==> src/rtl/irq_serial_pkg.sv <==
package irq_serial_pkg;

   typedef enum logic [2:0] {
      ST_IDLE  = 3'd0,
      ST_KICK  = 3'd1,
      ST_START = 3'd2,
      ST_LEAD  = 3'd3,
      ST_DATA  = 3'd4,
      ST_STOP  = 3'd5
   } bus_state_e;

   typedef enum logic [1:0] {
      PH_SAMPLE  = 2'd0,
      PH_RECOVER = 2'd1,
      PH_TURN    = 2'd2
   } frame_phase_e;

   function automatic int frm_width(input int n);
      return (n <= 2) ? 1 : $clog2(n);
   endfunction

   function automatic int cnt_width(input int n);
      return (n <= 1) ? 1 : $clog2(n + 1);
   endfunction

endpackage

==> src/rtl/irq_serial_timer.sv <==
module irq_serial_timer
   import irq_serial_pkg::*;
#(
   parameter int NFRAMES = 21,
   parameter int FRM_W   = frm_width(NFRAMES)
) (
   input  logic               clk,
   input  logic               rst_n,
   input  logic               line_i,
   input  logic               quiet_i,
   input  logic               want_kick_i,
   input  logic               stop_done_i,
   output bus_state_e         st_o,
   output logic [FRM_W-1:0]   frm_o,
   output frame_phase_e       ph_o
);

   localparam logic [FRM_W-1:0] LAST_FRM = FRM_W'(NFRAMES - 1);

   bus_state_e       st_q, st_d;
   logic [FRM_W-1:0] frm_q, frm_d;
   frame_phase_e     ph_q, ph_d;

   always_ff @(posedge clk or negedge rst_n) begin
      if (!rst_n) begin
         st_q  <= ST_IDLE;
         frm_q <= '0;
         ph_q  <= PH_SAMPLE;
      end else begin
         st_q  <= st_d;
         frm_q <= frm_d;
         ph_q  <= ph_d;
      end
   end

   always_comb begin
      st_d  = st_q;
      frm_d = frm_q;
      ph_d  = ph_q;
      unique case (st_q)
         ST_IDLE: begin
            if (!line_i)
               st_d = ST_START;
            else if (quiet_i && want_kick_i)
               st_d = ST_KICK;
         end
         ST_KICK:  st_d = ST_START;
         ST_START: begin
            if (line_i)
               st_d = ST_LEAD;
         end
         ST_LEAD: begin
            st_d  = ST_DATA;
            frm_d = '0;
            ph_d  = PH_SAMPLE;
         end
         ST_DATA: begin
            unique case (ph_q)
               PH_SAMPLE:  ph_d = PH_RECOVER;
               PH_RECOVER: ph_d = PH_TURN;
               default: begin
                  ph_d = PH_SAMPLE;
                  if (frm_q == LAST_FRM)
                     st_d = ST_STOP;
                  else
                     frm_d = frm_q + FRM_W'(1);
               end
            endcase
         end
         ST_STOP: begin
            if (stop_done_i)
               st_d = ST_IDLE;
         end
         default: st_d = ST_IDLE;
      endcase
   end

   assign st_o  = st_q;
   assign frm_o = frm_q;
   assign ph_o  = ph_q;

   // the first sample clock comes straight after the single lead clock
   a_r4_first_sample_after_lead: assert property (@(posedge clk) disable iff (!rst_n)
      (st_q == ST_DATA && ph_q == PH_SAMPLE && frm_q == '0) |-> $past(st_q) == ST_LEAD);

   // a start pulse is issued only from idle with the line high
   a_r3_kick_from_idle: assert property (@(posedge clk) disable iff (!rst_n)
      (st_q == ST_KICK) |-> ($past(st_q) == ST_IDLE && $past(line_i)));

endmodule

==> src/rtl/irq_serial_stop_meter.sv <==
module irq_serial_stop_meter
   import irq_serial_pkg::*;
#(
   parameter int QUIET_MAX = 2
) (
   input  logic clk,
   input  logic rst_n,
   input  logic in_stop_i,
   input  logic line_i,
   output logic done_o,
   output logic quiet_o
);

   localparam int CNT_MAX = QUIET_MAX + 1;
   localparam int CNT_W   = cnt_width(CNT_MAX);

   generate
      if (QUIET_MAX < 1)
         $error("QUIET_MAX must be at least 1");
   endgenerate

   logic [CNT_W-1:0] low_cnt_q;
   logic             quiet_q;

   assign done_o = in_stop_i && line_i && (low_cnt_q != '0);

   always_ff @(posedge clk or negedge rst_n) begin
      if (!rst_n) begin
         low_cnt_q <= '0;
         quiet_q   <= 1'b0;
      end else if (!in_stop_i || done_o) begin
         low_cnt_q <= '0;
         if (done_o)
            quiet_q <= (low_cnt_q <= CNT_W'(QUIET_MAX));
      end else if (!line_i && low_cnt_q != CNT_W'(CNT_MAX)) begin
         low_cnt_q <= low_cnt_q + CNT_W'(1);
      end
   end

   assign quiet_o = quiet_q;

   // the mode register only moves as a stop pulse closes
   a_r9_mode_only_in_stop: assert property (@(posedge clk) disable iff (!rst_n)
      !$stable(quiet_q) |-> $past(in_stop_i && line_i));

endmodule

==> src/rtl/irq_serial_slot_driver.sv <==
module irq_serial_slot_driver
   import irq_serial_pkg::*;
#(
   parameter int NFRAMES    = 21,
   parameter int FRM_W      = frm_width(NFRAMES),
   parameter int REQ_STAGES = 1
) (
   input  logic               clk,
   input  logic               rst_n,
   input  logic [NFRAMES-1:0] req_i,
   input  logic [NFRAMES-1:0] own_i,
   input  bus_state_e         st_i,
   input  logic [FRM_W-1:0]   frm_i,
   input  frame_phase_e       ph_i,
   output logic               drv_oe_o,
   output logic               drv_o,
   output logic               pend_o
);

   generate
      if (REQ_STAGES < 1 || REQ_STAGES > 3)
         $error("REQ_STAGES must be 1, 2 or 3");
   endgenerate

   logic [NFRAMES-1:0] lat;

   generate
      if (REQ_STAGES == 1) begin : g_single
         logic [NFRAMES-1:0] cap_q;
         always_ff @(posedge clk or negedge rst_n) begin
            if (!rst_n) cap_q <= '1;
            else        cap_q <= req_i;
         end
         assign lat = cap_q;
      end else begin : g_chain
         logic [NFRAMES-1:0] pipe_q [REQ_STAGES];
         for (genvar s = 0; s < REQ_STAGES; s++) begin : g_stage
            always_ff @(posedge clk or negedge rst_n) begin
               if (!rst_n)      pipe_q[s] <= '1;
               else if (s == 0) pipe_q[s] <= req_i;
               else             pipe_q[s] <= pipe_q[(s > 0) ? s - 1 : 0];
            end
         end
         assign lat = pipe_q[REQ_STAGES-1];
      end
   endgenerate

   logic [NFRAMES-1:0] sent_q;
   logic               drove_q;
   logic               is_sample, is_recover, slot_low;

   assign is_sample  = (st_i == ST_DATA) && (ph_i == PH_SAMPLE);
   assign is_recover = (st_i == ST_DATA) && (ph_i == PH_RECOVER);
   assign slot_low   = own_i[frm_i] && !lat[frm_i];

   always_ff @(posedge clk or negedge rst_n) begin
      if (!rst_n) begin
         sent_q  <= '1;
         drove_q <= 1'b0;
      end else begin
         drove_q <= is_sample && slot_low;
         if (is_sample && own_i[frm_i])
            sent_q[frm_i] <= lat[frm_i];
      end
   end

   assign drv_oe_o = (is_sample && slot_low) || (is_recover && drove_q);
   assign drv_o    = is_recover;
   assign pend_o   = |(own_i & (lat ^ sent_q));

endmodule

==> src/rtl/irq_serial_agent.sv <==
module irq_serial_agent
   import irq_serial_pkg::*;
#(
   parameter int NFRAMES    = 21,
   parameter int QUIET_MAX  = 2,
   parameter int REQ_STAGES = 1
) (
   input  logic               clk,
   input  logic               rst_n,
   input  logic               line_i,
   output logic               line_oe_o,
   output logic               line_o,
   input  logic [NFRAMES-1:0] req_i,
   input  logic [NFRAMES-1:0] own_i
);

   localparam int FRM_W = frm_width(NFRAMES);

   generate
      if (NFRAMES < 1 || NFRAMES > 64)
         $error("NFRAMES must lie in 1..64");
   endgenerate

   bus_state_e       st;
   logic [FRM_W-1:0] frm;
   frame_phase_e     ph;
   logic             quiet, stop_done, pend, drv_oe, drv_val, kicking;

   irq_serial_timer #(.NFRAMES(NFRAMES), .FRM_W(FRM_W)) u_timer (
      .clk         (clk),
      .rst_n       (rst_n),
      .line_i      (line_i),
      .quiet_i     (quiet),
      .want_kick_i (pend),
      .stop_done_i (stop_done),
      .st_o        (st),
      .frm_o       (frm),
      .ph_o        (ph)
   );

   irq_serial_stop_meter #(.QUIET_MAX(QUIET_MAX)) u_meter (
      .clk       (clk),
      .rst_n     (rst_n),
      .in_stop_i (st == ST_STOP),
      .line_i    (line_i),
      .done_o    (stop_done),
      .quiet_o   (quiet)
   );

   irq_serial_slot_driver #(.NFRAMES(NFRAMES), .FRM_W(FRM_W), .REQ_STAGES(REQ_STAGES)) u_drv (
      .clk      (clk),
      .rst_n    (rst_n),
      .req_i    (req_i),
      .own_i    (own_i),
      .st_i     (st),
      .frm_i    (frm),
      .ph_i     (ph),
      .drv_oe_o (drv_oe),
      .drv_o    (drv_val),
      .pend_o   (pend)
   );

   assign kicking   = (st == ST_KICK);
   assign line_oe_o = kicking || drv_oe;
   assign line_o    = !kicking && drv_val;

   // the start pulse is one low clock, then the line is let go
   a_r2_kick_low_once: assert property (@(posedge clk) disable iff (!rst_n)
      kicking |-> (line_oe_o && !line_o) ##1 !line_oe_o);

   // no start pulse outside quiet mode
   a_r3_kick_needs_quiet: assert property (@(posedge clk) disable iff (!rst_n)
      kicking |-> quiet);

   // a high drive always follows a low drive in the clock before
   a_r6_high_after_low: assert property (@(posedge clk) disable iff (!rst_n)
      (line_oe_o && line_o) |-> $past(line_oe_o && !line_o));

   // turn-around clock is always released
   a_r6_turn_released: assert property (@(posedge clk) disable iff (!rst_n)
      (st == ST_DATA && ph == PH_TURN) |-> !line_oe_o);

   // the stop pulse belongs to the host
   a_r11_stop_released: assert property (@(posedge clk) disable iff (!rst_n)
      (st == ST_STOP) |-> !line_oe_o);

endmodule

==> config.mk <==
export PLATFORM = sky130hd
export DESIGN_NAME = irq_serial_agent
export DESIGN_NICKNAME = d
export VERILOG_FILES = /design/src/rtl/irq_serial_pkg.sv /design/src/rtl/irq_serial_timer.sv /design/src/rtl/irq_serial_stop_meter.sv /design/src/rtl/irq_serial_slot_driver.sv /design/src/rtl/irq_serial_agent.sv
export SDC_FILE = /design/constraint.sdc
export NUM_CORES = 1
export LEC_CHECK = 0
export BUFFER_PORTS_ARGS = -buffer_cell sky130_fd_sc_hd__clkbuf_2
export CELL_PAD_IN_SITES_DETAIL_PLACEMENT = 0
export CELL_PAD_IN_SITES_GLOBAL_PLACEMENT = 2
export CORE_MARGIN = 2
export CORE_UTILIZATION = 35
export DETAILED_ROUTE_END_ITERATION = 7
export GPL_ROUTABILITY_DRIVEN = 1
export PLACE_DENSITY_LB_ADDON = 0.1
export SLEW_MARGIN = 20
export SYNTH_ARGS = -nofsm -noshare
export SYNTH_HDL_FRONTEND = slang
export SYNTH_HIERARCHICAL = 1
export SYNTH_SLANG_ARGS = --single-unit
==> constraint.sdc <==
create_clock -name clk -period 3.5 [get_ports clk]
set_clock_uncertainty 0.05 [all_clocks]
set_input_delay 0.175 -clock clk [delete_from_list [all_inputs] [get_ports clk]]
set_output_delay 0.175 -clock clk [all_outputs]
set_load 0.05 [all_outputs]
==> After elaboration in Yosys (flattened, before gate mapping) <==
Index checks and enable logic that the tools add are counted.
{ "classes": {"add_sub_neg": 2, "multipliers": 0, "div": 0, "order_cmp": 3, "eq_ne": 14, "shifts": 0, "muxes": 21, "bitwise": 2, "n_reduce_logical": 29} }
{ "op_table": {"columns": ["operator", "n"], "rows": [
  ["bitwise AND 21 bit", 1],
  ["bitwise mux 21 bit", 1],
  ["OR reduction 21 bit", 1],
  ["XOR 21 bit", 1],
  ["two-way mux 3 bit", 6],
  ["case mux 3 bit (6 select lines)", 1],
  ["logical AND 1 bit", 12],
  ["inequality test 2 bit (second input constant)", 6],
  ["binary-select mux 1 bit (select 5 bit)", 2],
  ["two-way mux 5 bit", 2],
  ["case mux 5 bit (2 select lines)", 1],
  ["case mux 2 bit (2 select lines)", 2],
  ["== test 3 x 2 -> 1 bit (second input constant)", 2],
  ["== test 3 bit (second input constant)", 2],
  ["less-than comparator 5 x 6 -> 1 bit (second input constant)", 1],
  ["nonzero test 2 bit", 3],
  ["adder 5 x 1 -> 5 bit (second input constant)", 1],
  ["demux 1 bit (select 5 bit)", 1],
  ["== test 5 bit (second input constant)", 1],
  [">= comparator 5 x 1 -> 1 bit (second input constant)", 1],
  ["AND reduction 5 bit", 1],
  ["logical NOT 1 bit", 4],
  ["two-way mux 2 bit", 2],
  ["== test 3 x 1 -> 1 bit (second input constant)", 1],
  ["other kinds (11)", 15]
]} }
{ "totals": {"ff_bits": 56, "latch_bits": 0, "mem_bits_rw": 0, "rom_bits": 0, "in_bits": 45, "mem_count": 0} }

==> Depth between registers and ports, before layout <==
{ "depth": {"depth_word": 7, "ltp_mapped": 8, "mapped_depth_nobuf": 8} }

==> Cells and area by module <==
Netlist, hierarchy kept.
{ "modules_own_cells": {"columns": ["module", "n_inst", "cells_each", "area_per_inst_um2", "seq_area_each_um2"], "rows": [
  ["irq_serial_slot_driver", 1, 175, 2313.5, 1128.6],
  ["irq_serial_timer", 1, 63, 596.8, 250.2],
  ["irq_serial_stop_meter", 1, 18, 188.9, 75.1],
  ["irq_serial_agent", 1, 4, 35.0, 0.0]
]} }

==> Least setup slack after synthesis <==
OpenSTA, ideal clock, no wires.
{ "synth_path": {"kind": "reg2out", "start": "reg u_timer.frm_q[0] (netlist: u_timer/frm_o[0])", "end": "out line_oe_o", "arrival_time_ns": 2.279, "path_slack_ns": 0.996, "path_stages_with_launch": 9, "n_path_buf": 3, "cell_sequence": "dfrtp_1 buf_6 buf_8 mux4_2 a22oi_2 nand4_4 buf_6 a31o_1 or2_1"} }
{ "synth_between": {"elab_chain_cells": 7} }
{ "synth_lines": {"columns": ["element", "line", "source"], "rows": [
  ["start: declaration", "irq_serial_timer.sv:21", "logic [FRM_W-1:0] frm_q, frm_d;"],
  ["start signal: assignment", "irq_serial_timer.sv:31", "frm_q <= frm_d;"],
  ["binary-select mux 1 bit (select 5 bit)", "irq_serial_slot_driver.sv:54", "assign slot_low = own_i[frm_i] && !lat[frm_i];"],
  ["two-way mux 1 bit (implied by the code)", "irq_serial_slot_driver.sv:54", null],
  ["logical NOT 1 bit", "irq_serial_slot_driver.sv:54", null],
  ["logical AND 1 bit (*)", "irq_serial_slot_driver.sv:54", null],
  ["logical AND 1 bit (*)", "irq_serial_slot_driver.sv:67", "assign drv_oe_o = (is_sample && slot_low) || (is_recover && drove_q);"],
  ["logical OR 1 bit (*)", "irq_serial_slot_driver.sv:67", null],
  ["via drv_oe", "irq_serial_agent.sv:27", "logic quiet, stop_done, pend, drv_oe, drv_val, kicking;"],
  ["logical OR 1 bit (*)", "irq_serial_agent.sv:64", "assign line_oe_o = kicking || drv_oe;"],
  ["end: declaration", "irq_serial_agent.sv:11", "output logic line_oe_o,"]
]} }
The timed path passes the listed nets; every way through them passes the cells marked *. The select of a mux whose other input is x is not followed.

==> Worst setup path in the final report <==
Ends and elaborated chain as after synthesis.

==> summary.md <==
| Metric | Value |
|---|---|
| Worst reg2reg path endpoint | `u_drv/sent_q[11]` |
| Die width | `around 100 µm` |
| Sequential area share after synthesis | `between 40% and 50%` |
| Die Y | `98.6 µm` |
| R2R cell count | `6` |
| Critical path class | `reg -> out` |
| Placed Cells | `slightly above 400` |
| CP startpoint kind | `flop` |
| Min-Delay Endpoint | `u_timer/st_o[1]` |
| Yosys top cell area share | `between 30% and 40%` |
| Initial DRT Pass Iterations | `4` |
| Clock transition at path regs | `roughly 0.11 ns` |
| # fillers | `833` |
| Die Footprint | `approximately 0.0097 mm²` |
| Mux cell area share after synthesis | `under 10%` |
| Largest family of logic cells by synthesized area | `compound AO/OA/AOI/OAI gates` |
| Vias | `2452` |
| Largest net degree at the start of global routing | `38` |
| Critical Path RT | `about 3.3 ns` |
| Worst path arrival time | `2.86 ns` |
| CTS resizes | `0` |
| MaxCap Viol Count | `0` |
| GPL Wtd Cong | `about 0.83` |
| Pwr Density | `between 400 and 500 mW/mm²` |
| Worst-Skew Late Latency | `0.31 ns` |
| Core ar. | `a little under 0.009 mm²` |
| P_leak | `0.00164 µW` |
| Synth Area in XOR/XNOR | `5.87%` |
| Post-route setup TNS | `0 ns` |
| Synth cell types | `55` |
| Routed WL | `8.50 mm` |
| EDFF count, synth | `0` |
| Final slew viol count | `0` |
| Ys async rst share | `100%` |
| Ys flop type | `dfstp_2` |
| Non-Filler Instances | `roughly 440` |
| Seq cells post-synth | `56` |
| Fmax | `0.324 GHz` |
| Max Root-Sink Buffers | `2` |
| Adder-cell share of the synthesized area | `~2.0%` |
| Antenna violations before repair | `0` |
| HPWL Detailed | `~6.1 mm` |
| Top cell types by occurrence after synthesis | `dfstp_2 (42), a31oi_1 (32), xor2_1 (21)` |
| Worst hold path stage count | `2` |
| CTS sink cnt | `56` |
| Worst r2r src | `u_timer/frm_o[0]` |
| Largest area contributor in the netlist | `dfstp_2` |
| Final min period | `3.08 ns` |
| ANT cells | `0` |
| Critical Path Sink Type | `output pin` |
| Worst hold path class | `in -> reg` |
| Synth Area in Compound Gates | `16.4%` |
| WL/cell | `19.2 µm` |
| Syn nets | `310` |
| Syn avg cell area | `12.1 µm²` |
| Boundary Pins | `47` |
| Ys Warns | `6` |
| Drt initial violations | `151` |
| Peak supply drop | `about 220 µV` |
| Hold Path Origin | `line_i` |
| Drt drc | `0` |
| Period utilization | `88.1%` |
| Clock Root Buffer | `clkbuf_8` |
| Initial Utilization | `35.9%` |
| CTS H-tree lvls | `2` |
| Worst slew margin relative to its limit | `35.9%` |
| Fin nets | `385` |
| Post-CTS setup buffers | `0` |
| Grt total ovfl | `0` |
| Core Util, Final | `44.3%` |
| Count leader, synth | `dfstp_2` |
| Status | `complete, no violations` |
| Final Hold Violating Endpoints | `0` |
| All-Layer GR Usage | `17.9%` |
| I/O Buffers | `46` |
| CTS buffer count | `5` |
| TritonCTS clock tree | `built` |
| Synthesis-to-finish area growth | `23.2%` |
| Top cells by area, synth | `dfstp_2 (35%), dfrtp_1 (11%), a31oi_1 (6.4%)` |
| First-pass GRT wire length | `13.6 mm` |
| RSZ-0062 raised after global routing | `false` |
| Flop-to-flop setup slack | `just under 0.8 ns` |
| Post-Syn Area | `0.00313 mm²` |
| FP Rows | `34` |
| Vias in the first global route | `between 2000 and 2500` |
| Vias/cell | `~5.5` |
| Critical Path Fanout Max | `19` |
| Synth Instances | `260` |
| DRT antenna net count | `0` |
| Worst Tran Pin Value | `0.961 ns` |
| Layout cells sized above 1 | `a little under 40%` |
| Final Setup Violations | `0` |
| Post-synthesis simple-gate area fraction | `between 10% and 20%` |
==> kinds of logic (layout without fill, tap and decap cells) <==
logic type	after synthesis	after routing
buffers and inverters	22	98
xor gates and xnor gates	21	21
adders and majority gates	5	5
DFF	56	56
and+or+nand+nor	71	71
muxes	14	14
AOI/OAI and AO/OA	71	71
==> worst max-delay path by stage <==
stage / startpoint / to / slack [ns] / cells after the start
global route: u_timer/frm_o[0] / line_oe_o / 0.24 / 6
global placement: u_timer/frm_o[0] / line_oe_o / 0.75 / 6
CTS: u_timer/frm_o[0] / line_oe_o / 0.38 / 6
floorplan: u_timer/frm_o[0] / line_oe_o / 1.0 / 8
finish: u_timer/frm_o[0] / line_oe_o / 0.42 / 6
detailed placement: u_timer/frm_o[0] / line_oe_o / 0.70 / 6
==> metrics by stage <==
step                area, µm²  setup WS [ns]  total power, µW  hold slack (ns)
floorplan                3130          0.996             1110           -0.171
global placement         3520          0.750             1260            0.212
detailed placement       3520          0.703             1250            0.214
CTS                      3860          0.376             1740           0.0635
global route             3860          0.238             1820           0.0657
finish                   3860          0.415             1720           0.0629
==> state kept, by name (all words and copies together), names as in the netlist <==
signal                cells
u_drv/g_single.cap_q     21
u_meter/low_cnt_q         2
u_meter/quiet_o           1
u_timer/frm_o             5
u_drv/sent_q             21
u_timer/ph_o              2
u_drv/drove_q             1
u_timer/st_o              3
==> metal layers <==
layer	wire, µm	share of wire, %	global-route usage [%]	up-vias
li1	-	-	-	1164
met1	3820	45	25.1	1221
met2	4140	49	29.4	65
met3	510	6.0	3.62	2
met4	29	0.34	2.53	0
met5	0	0	0	-
==> cell type report <==
class	instances	area (µm²)	area share [%]
Clock buffer	6	82.6	2.14
Timing Repair Buffer	82	571	14.8
Sequential cell	56	1450	37.6
Multi-Input combinational cell	182	1550	40.2
Tap cell	108	135	3.50
Inverter	8	30.0	0.777
Clock inverter	2	38.8	1.00
==> power by group <==
group          total [µW]  switching, µW  leakage [µW]  internal, µW
logic                 445            230      0.000954           215
registers             817           99.3      0.000622           718
clock network         455            220     0.0000614           235
total                1720            549       0.00164          1170
==> placed cells by master, fill, tap and decap left out, drive strengths merged, types with 4 or more instances in the layout <==
master,instances
nand3,6
and3,5
a41oi,10
xor2,21
o21ai,4
a22oi,13
dfstp,42
nor2b,5
and3b,4
clkbuf,51
nand4,5
nor3b,5
a31oi,32
dfrtp,14
nand2,14
mux4,10
nor2,5
buf,15
dlygate4sd3,22
ha,5
inv,8
==> critical path, cell delays in order, from the launching register on <==
cell     delay (ns)
dfrtp_1        0.86
mux4_1         0.66
a22oi_2        0.24
nand4_4        0.14
a31o_1         0.23
or2_1          0.26
buf_12         0.16
==> what timing repair did <==
action,4_1_cts,5_1_grt
hold buffers,22,0
hold endpoints to repair,35,0
endpoints found under the setup margin,0,0
Note: power is estimated with default switching activity, not from simulation.
